--- src/rtl/sdl_pkg.sv ---
package sdl_pkg;
  localparam int MODE_W = 2;

  typedef enum logic [1:0] {
    KIND_DATA = 2'd0,
    KIND_CMD  = 2'd1,
    KIND_VIOL = 2'd2
  } sdl_kind_e;
endpackage

--- src/rtl/sdl_classify.sv ---
module sdl_classify
  import sdl_pkg::*;
#(
  parameter int             DW_MIN   = 8,
  parameter int             N_MODES  = 3,
  parameter int             CW_MAX   = 4,
  parameter int             TAG_W    = 2,
  parameter logic [TAG_W-1:0] DATA_TAG = 2'b10,
  parameter logic [TAG_W-1:0] CMD_TAG  = 2'b01,
  localparam int            DW_MAX   = DW_MIN + N_MODES - 1,
  localparam int            SW_MAX   = DW_MAX + TAG_W
) (
  input  logic [MODE_W-1:0] mode_i,
  input  logic [SW_MAX-1:0] sym_i,
  output sdl_kind_e         kind_o,
  output logic [DW_MAX-1:0] data_o,
  output logic [CW_MAX-1:0] cmd_o
);
  localparam int SLOTS = 1 << MODE_W;

  logic [SLOTS-1:0]             data_hit;
  logic [SLOTS-1:0]             cmd_hit;
  logic [SLOTS-1:0][DW_MAX-1:0] data_m;
  logic [SLOTS-1:0][CW_MAX-1:0] cmd_m;

  for (genvar m = 0; m < SLOTS; m++) begin : g_mode
    if (m < N_MODES) begin : g_live
      localparam int DW = DW_MIN + m;
      localparam int CW = CW_MAX - m;
      localparam int SW = DW + TAG_W;

      logic [TAG_W-1:0] tag;
      logic             fill_zero;
      logic             is_data;
      logic             is_cmd;

      assign tag       = sym_i[SW-1:DW];
      assign fill_zero = (sym_i[DW-1:CW] == '0);

      always_comb begin
        is_data = 1'b0;
        is_cmd  = 1'b0;
        case (tag)
          DATA_TAG: is_data = 1'b1;
          CMD_TAG:  is_cmd  = fill_zero;
          default:  ;
        endcase
      end

      assign data_hit[m] = is_data;
      assign cmd_hit[m]  = is_cmd;
      assign data_m[m]   = DW_MAX'(sym_i[DW-1:0]);
      assign cmd_m[m]    = CW_MAX'(sym_i[CW-1:0]);
    end else begin : g_rsvd
      assign data_hit[m] = 1'b0;
      assign cmd_hit[m]  = 1'b0;
      assign data_m[m]   = '0;
      assign cmd_m[m]    = '0;
    end
  end

  always_comb begin
    kind_o = KIND_VIOL;
    data_o = data_m[mode_i];
    cmd_o  = '0;
    if (data_hit[mode_i]) begin
      kind_o = KIND_DATA;
    end else if (cmd_hit[mode_i]) begin
      kind_o = KIND_CMD;
      cmd_o  = cmd_m[mode_i];
    end
  end
endmodule

--- src/rtl/sdl_out_bank.sv ---
module sdl_out_bank #(
  parameter int W = 8
) (
  input  logic         clk_i,
  input  logic         rst_ni,
  input  logic         load_i,
  input  logic [W-1:0] d_i,
  output logic [W-1:0] q_o
);
  always_ff @(posedge clk_i or negedge rst_ni) begin
    if (!rst_ni)     q_o <= '0;
    else if (load_i) q_o <= d_i;
  end

  // a bank moves only on its own load
  p_bank_hold_r3: assert property (@(posedge clk_i) disable iff (!rst_ni)
    !load_i |=> $stable(q_o));
endmodule

--- src/rtl/sdl_decoder_latch.sv ---
module sdl_decoder_latch
  import sdl_pkg::*;
#(
  parameter int               DW_MIN   = 8,
  parameter int               N_MODES  = 3,
  parameter int               CW_MAX   = 4,
  parameter int               TAG_W    = 2,
  parameter logic [TAG_W-1:0] DATA_TAG = 2'b10,
  parameter logic [TAG_W-1:0] CMD_TAG  = 2'b01,
  localparam int              DW_MAX   = DW_MIN + N_MODES - 1,
  localparam int              SW_MAX   = DW_MAX + TAG_W
) (
  input  logic              clk_i,
  input  logic              rst_ni,
  input  logic [1:0]        mode_i,
  input  logic              load_i,
  input  logic [SW_MAX-1:0] sym_i,
  output logic [DW_MAX-1:0] data_o,
  output logic [CW_MAX-1:0] cmd_o,
  output logic              data_stb_o,
  output logic              cmd_stb_o,
  output logic              viol_o
);
  sdl_kind_e         kind;
  logic [DW_MAX-1:0] dec_data;
  logic [CW_MAX-1:0] dec_cmd;
  logic              data_load;
  logic              cmd_load;

  sdl_classify #(
    .DW_MIN  (DW_MIN),
    .N_MODES (N_MODES),
    .CW_MAX  (CW_MAX),
    .TAG_W   (TAG_W),
    .DATA_TAG(DATA_TAG),
    .CMD_TAG (CMD_TAG)
  ) u_classify (
    .mode_i(mode_i),
    .sym_i (sym_i),
    .kind_o(kind),
    .data_o(dec_data),
    .cmd_o (dec_cmd)
  );

  assign data_load = load_i && (kind == KIND_DATA);
  // violations take the command path with a zero value
  assign cmd_load  = load_i && (kind != KIND_DATA);

  sdl_out_bank #(.W(DW_MAX)) u_data_bank (
    .clk_i (clk_i),
    .rst_ni(rst_ni),
    .load_i(data_load),
    .d_i   (dec_data),
    .q_o   (data_o)
  );

  sdl_out_bank #(.W(CW_MAX)) u_cmd_bank (
    .clk_i (clk_i),
    .rst_ni(rst_ni),
    .load_i(cmd_load),
    .d_i   (dec_cmd),
    .q_o   (cmd_o)
  );

  always_ff @(posedge clk_i or negedge rst_ni) begin
    if (!rst_ni) begin
      data_stb_o <= 1'b0;
      cmd_stb_o  <= 1'b0;
      viol_o     <= 1'b0;
    end else begin
      data_stb_o <= data_load;
      cmd_stb_o  <= cmd_load;
      viol_o     <= load_i && (kind == KIND_VIOL);
    end
  end

  p_one_stb_r1: assert property (@(posedge clk_i) disable iff (!rst_ni)
    load_i |=> ($countones({data_stb_o, cmd_stb_o}) == 1));

  p_idle_stb_r1: assert property (@(posedge clk_i) disable iff (!rst_ni)
    !load_i |=> !data_stb_o && !cmd_stb_o && !viol_o);

  p_cmd_keep_r3: assert property (@(posedge clk_i) disable iff (!rst_ni)
    data_stb_o |-> $stable(cmd_o));

  p_data_keep_r5: assert property (@(posedge clk_i) disable iff (!rst_ni)
    cmd_stb_o |-> $stable(data_o));

  p_viol_zero_r7: assert property (@(posedge clk_i) disable iff (!rst_ni)
    viol_o |-> cmd_stb_o && (cmd_o == '0));

  p_rsvd_mode_r8: assert property (@(posedge clk_i) disable iff (!rst_ni)
    (load_i && (mode_i >= 2'(N_MODES))) |=> viol_o);
endmodule

--- config.mk ---
export PLATFORM = sky130hd
export DESIGN_NAME = sdl_decoder_latch
export DESIGN_NICKNAME = d
export VERILOG_FILES = /design/src/rtl/sdl_pkg.sv /design/src/rtl/sdl_classify.sv /design/src/rtl/sdl_out_bank.sv /design/src/rtl/sdl_decoder_latch.sv
export SDC_FILE = /design/constraint.sdc
export NUM_CORES = 1
export LEC_CHECK = 0
export ABC_CLOCK_PERIOD_IN_PS = 1600
export CAP_MARGIN = 10
export CELL_PAD_IN_SITES_DETAIL_PLACEMENT = 1
export CELL_PAD_IN_SITES_GLOBAL_PLACEMENT = 1
export CORE_MARGIN = 1
export CORE_UTILIZATION = 37
export CTS_BUF_LIST = sky130_fd_sc_hd__clkbuf_4
export DETAILED_ROUTE_END_ITERATION = 8
export PLACE_DENSITY_LB_ADDON = 0.3
export SYNTH_ARGS = -nofsm -noshare
export SYNTH_HDL_FRONTEND = slang
export SYNTH_HIERARCHICAL = 1
export SYNTH_SLANG_ARGS = --single-unit
--- constraint.sdc ---
create_clock -name clk_i -period 1.6 [get_ports clk_i]
set_input_delay 0.32 -clock clk_i [delete_from_list [all_inputs] [get_ports clk_i]]
set_output_delay 0.32 -clock clk_i [all_outputs]
set_load 0.01 [all_outputs]
# ---- Word-level counts from Yosys, hierarchy flattened
# Cells that the tools add are included.
# W data, S select, Z words.
dict set report word_totals {
  regBits 17
  in_bits 17
  out_inout_bits 17
  wordCells 39
}
dict set report classes {
  order_cmp 1
  n_eq_ne 7
  muxes 18
  reduce_logical 8
}
# operator count
set op_table {}
lappend op_table {{$bmux W10 S2} 1}
lappend op_table {{$mux W4} 3}
lappend op_table {{$mux W10} 1}
lappend op_table {{$bmux W4 S2} 1}
lappend op_table {{$eq A2 B2 Y1 const B} 4}
lappend op_table {{$logic_not A8 Y1} 1}
lappend op_table {{$mux W1} 8}
lappend op_table {{$eq A2 B1 Y1 const B} 3}
lappend op_table {{$logic_not A6 Y1} 1}
lappend op_table {{$bmux W1 S2} 2}
lappend op_table {{$logic_not A4 Y1} 1}
lappend op_table {{$mux W2} 2}
lappend op_table {{$logic_and A1 B1 Y1} 3}
lappend op_table {{$lt A2 B3 Y1 const B} 1}
lappend op_table {{$logic_not A2 Y1} 1}
lappend op_table {{$reduce_bool A2 Y1} 1}

# ---- Depth between registers and ports, before layout
dict set report depth {
  word_depth 8
  depth_mapped 8
  depth_no_buf 6
}

# ---- Hierarchy
# Netlist, hierarchy kept.
# mod n_inst cells_per_inst area_per_inst_um2 seq_area_each_um2
set modules_own_cells {}
lappend modules_own_cells {{sdl_out_bank at u_data_bank} 1 21 411.6 250.2}
lappend modules_own_cells {sdl_classify 1 37 239.0 0.0}
lappend modules_own_cells {{sdl_out_bank at u_cmd_bank} 1 8 145.1 100.1}
lappend modules_own_cells {sdl_decoder_latch 1 6 103.8 75.1}

# ---- Worst setup path before layout
# Ideal clock, no wire load.
dict set report synth_path {
  kind {input port to flip-flop}
  startpoint {input port mode_i[0]}
  endpoint {register u_data_bank.q_o[0]}
  setup_time_ns 0.125
  arrival_time_ns 1.825
  required_time_ns 1.475
  slack_ns -0.350
  cell_stages 8
  n_path_buf 2
  path_cell_list {buf_6 -> nor2_1 -> o21ai_2 -> a221oi_2 -> nor2_1 -> nor3b_2 -> buf_6 -> mux2_4}
}
dict set report synth_via {
  elab_chain_cells 6
  word_cells_on_any_way 10
  cone_classes {8 x mux; 2 x reduce/logical}
}
# element line_no
set synth_rtl {}
lappend synth_rtl {{start: declaration} sdl_decoder_latch.sv:15} ;# input logic [1:0] mode_i,
lappend synth_rtl {{$bmux W1 S2} sdl_classify.sv:68} ;# end else if (cmd_hit[mode_i]) begin
lappend synth_rtl {{$mux W1 (not written as such)} sdl_classify.sv:68}
lappend synth_rtl {{$mux W2} sdl_classify.sv:68}
lappend synth_rtl {{$mux W2 *} sdl_classify.sv:66} ;# if (data_hit[mode_i]) begin
lappend synth_rtl {{net kind[0]} sdl_decoder_latch.sv:24} ;# sdl_kind_e kind;
lappend synth_rtl {{$logic_not A2 Y1 *} sdl_decoder_latch.sv:45} ;# assign data_load = load_i && (kind == KIND_DATA);
lappend synth_rtl {{$logic_and A1 B1 Y1 *} sdl_decoder_latch.sv:45}
lappend synth_rtl {{net data_load} sdl_decoder_latch.sv:27} ;# logic data_load;
lappend synth_rtl {{end signal: assignment} sdl_out_bank.sv:12} ;# else if (load_i) q_o <= d_i;
lappend synth_rtl {{end: declaration} sdl_out_bank.sv:8} ;# output logic [W-1:0] q_o
# The timed path passes the listed nets; every way through them passes the cells marked *. The select of a mux whose other input is x is not followed.
# A chain may end at the register's enable or synchronous reset.

# ---- Final worst setup path
dict set report layout_path {
  startpoint {input port mode_i[1]}
  endpoint {register u_data_bank.q_o[8]}
}
# The elaborated chain is that of the path after synthesis.

==> impl_metrics.tcl <==
set metrics [dict create \
    outcome "finished, violations left" \
    violations "negative setup slack" \
    syn-num-nets 89 \
    wirelength_mm 3.158 \
    cts_tree "built" \
    clock_latency_ns 0.30 \
    syn_area_um2 899.6 \
    antenna_found_initial 0 \
    cts.sinks 17 \
    yosysUniqueCellTypes 24 \
    n_fill_cell 241 \
    insertedDiodeCount 0 \
    cts_htree_levels 1 \
    syn_inst 72 \
    seq_power_share 0.432 \
    p_sw_frac 0.2881 \
    die_h_um 51.31 \
    fmax_ghz 0.5736 \
    cp_top_family "buffers and inverters" \
    ys_warn_count 6 \
    slowest_delay_ns 0.31 \
    hpwl_mm 2.136 \
    final_util 0.6698 \
    fin_nets 147 \
    setup_slack_ns -0.1433 \
    clockPowerShare 0.208 \
    drc 0 \
    crit_path_start_kind "input pin" \
    syn2layout_area_growth_pct 67.87 \
    layout_min_cycle_time_ns 1.743 \
    wl_per_cell_um 20.11 \
    setup_violations 10 \
    path_clk_slew_ns 0.11 \
    power_uw 1256 \
    drtIter0Drc 11 \
    maxCapViolCount 0 \
    final_layout_size_suffix_gt1_frac 0.4806 \
    final_cell_mix "buf_4 (23), clkdlybuf4s50_1 (20), dfrtp_1 (17)" \
    internal_power_uw 894.4 \
    synth_seq_area_share 0.4729 \
    final_common_cell "buf_4" \
    final_area_um2 1510 \
    dr.pass1.iters 4 \
    grt-ovfl-total 0 \
    synth_top_area_share 0.4729 \
    clockRootBuffer "clkbuf_4" \
    worst_pin_slew_ns 0.3106 \
    instances_no_fill 157 \
    rsz0062_at_grt "true" \
    cp_cell_sequence "buf_4 -> buf_4 -> o32a_1 -> o32ai_2 -> nor2_2 -> nor3b_2 -> buf_4 -> mux2_4" \
    ioPinCount 34 \
    die_w_um 51.31 \
    synth_area_leaders "dfrtp_1 (47%), mux2_4 (17%), and2_1 (6.3%)" \
    crit_type "input pin to flop" \
    slowest_stage "o32a_1" \
    grt_pass1_wl_mm 5.016 \
    core_area_um2 2255 \
    start_util 0.3990 \
    via_count 834 \
    period_share 1.090 \
    synth.avg_cell_area_um2 12.49 \
    die-area_um2 2633 \
    slew_headroom 0.7900 \
    worst_clock_skew_ns 0 \
    cp-end-kind "flop" \
    grt_pass1_vias 957 \
    hold_violations 0 \
    cpMostUsedCell "buf_4" \
    whs_ns 0.3282 \
    cts_hold_buf 0 \
    hold_class "input pin to async pin" \
    clockBufferDepth 2 \
    postPlaceCellArea_um2 1396 \
    final_antenna_net_count 0 \
    leakagePower_uw 0.0007001 \
    synth-seq-cells 17 \
    crit_buf_inv 3 \
    power_switching_uw 362.0 \
    cts_buffers 3 \
    gp_congestion 0.7250 \
    cp_max_fo 4 \
    synth_area_leader_cell "dfrtp_1" \
    rows 17 \
    pwr-share-comb 0.361 \
    crit_arrival_ns 1.94 \
    placed_cells 149 \
    grt_max_degree 18 \
    cp.required_ns 1.80 \
    viasPerCell 5.312 \
    io_buffers 33 \
    peakVddDrop_mv 0.4469 \
    p_per_area_nw_per_um2 831.9 \
    grt_use_total 0.2705 \
    final-max-slew-violation-count 0 \
]
==> power groups by stage <==
stage               registers (uW)  logic, uW  clock network [uW]
global route                   546        479                 278
global placement               541        408                   0
finish                         542        453                 261
floorplan                      571        150                   0
detailed placement             549        430                   0
CTS                            541        445                 264
==> cells by family after synthesis <==
logic type,Yosys count,synth area share
simple gates,26,0.1808
xor+xnor,1,0.009738
flops,17,0.4729
buf+inv,6,0.04311
compound gates,8,0.07650
mux,14,0.2170
==> cell type report <==
class | count | area [um2] | area share
multi-input cells | 49 | 504.2 | 0.3339
inverters | 3 | 11.26 | 0.007456
flip-flops and latches | 17 | 425.4 | 0.2817
repair buffers | 56 | 504.2 | 0.3339
clock buffers | 4 | 30.03 | 0.01988
well taps | 28 | 35.03 | 0.02320
==> cell usage after synthesis <==
| cell | instances |
|---|---|
| and2b_1 | 1 |
| mux2_4 | 10 |
| buf_2 | 1 |
| and2_1 | 9 |
| a2111oi_0 | 1 |
| nor3b_2 | 2 |
| nor4b_1 | 1 |
| nor2_1 | 4 |
| o21a_1 | 1 |
| buf_6 | 2 |
| nor3b_1 | 1 |
| o32ai_1 | 1 |
| inv_1 | 3 |
| nor4_1 | 1 |
| xor2_1 | 1 |
| o32a_1 | 1 |
| nand2_1 | 5 |
| mux2_2 | 4 |
| o21ai_2 | 1 |
| nand4b_1 | 1 |
| and3b_1 | 1 |
| dfrtp_1 | 17 |
| a21oi_1 | 2 |
| a221oi_2 | 1 |
==> layer usage <==
metal | GRT usage | share of wire
met1 | 0.3161 | 0.43
met4 | 0.08559 | 0.019
met5 | 0 | 0
met3 | 0.04464 | 0.041
met2 | 0.4978 | 0.51
==> sequential cells by signal, summed over array words and instances, names as in the netlist <==
name and cells:
cmd_stb_o 1, u_cmd_bank/q_o 4, data_stb_o 1, viol_o 1, u_data_bank/q_o 10
==> final timing paths <==
kind,endpoint,cells after the start,slack [ns],from
max in group asynchronous,u_cmd_bank/q_o[1]$_DFFE_PN0P_,2,1.08,rst_ni
worst max-delay path,u_data_bank/q_o[8]$_DFFE_PN0P_,8,-0.14,mode_i[1]
worst max register to register,u_data_bank/q_o[1]$_DFFE_PN0P_,1,0.79,u_data_bank/q_o[1]$_DFFE_PN0P_
min in group clk_i,u_data_bank/q_o[7]$_DFFE_PN0P_,3,0.37,sym_i[7]
worst min-delay path,u_data_bank/q_o[2]$_DFFE_PN0P_,2,0.33,rst_ni
worst min register to register,u_cmd_bank/q_o[2]$_DFFE_PN0P_,1,0.53,u_cmd_bank/q_o[2]$_DFFE_PN0P_
==> stage by stage <==
step                      setup TNS (ns)  setup WS [ns]
after floorplan                   -3.269        -0.2867
after global placement            -12.78        -0.8222
after detailed placement          -13.64        -0.8858
after CTS                        -0.5898       -0.06587
after global routing              -2.154        -0.2132
final                             -1.321        -0.1433
==> repair_timing <==
action                                  in CTS  in global routing
cloned                                       0                  0
buffers inserted                             3                  1
pin swaps                                   10                  5
gates resized for setup                     59                  4
endpoints found under the setup margin      17                 15
(Power assumes the default switching activity.)
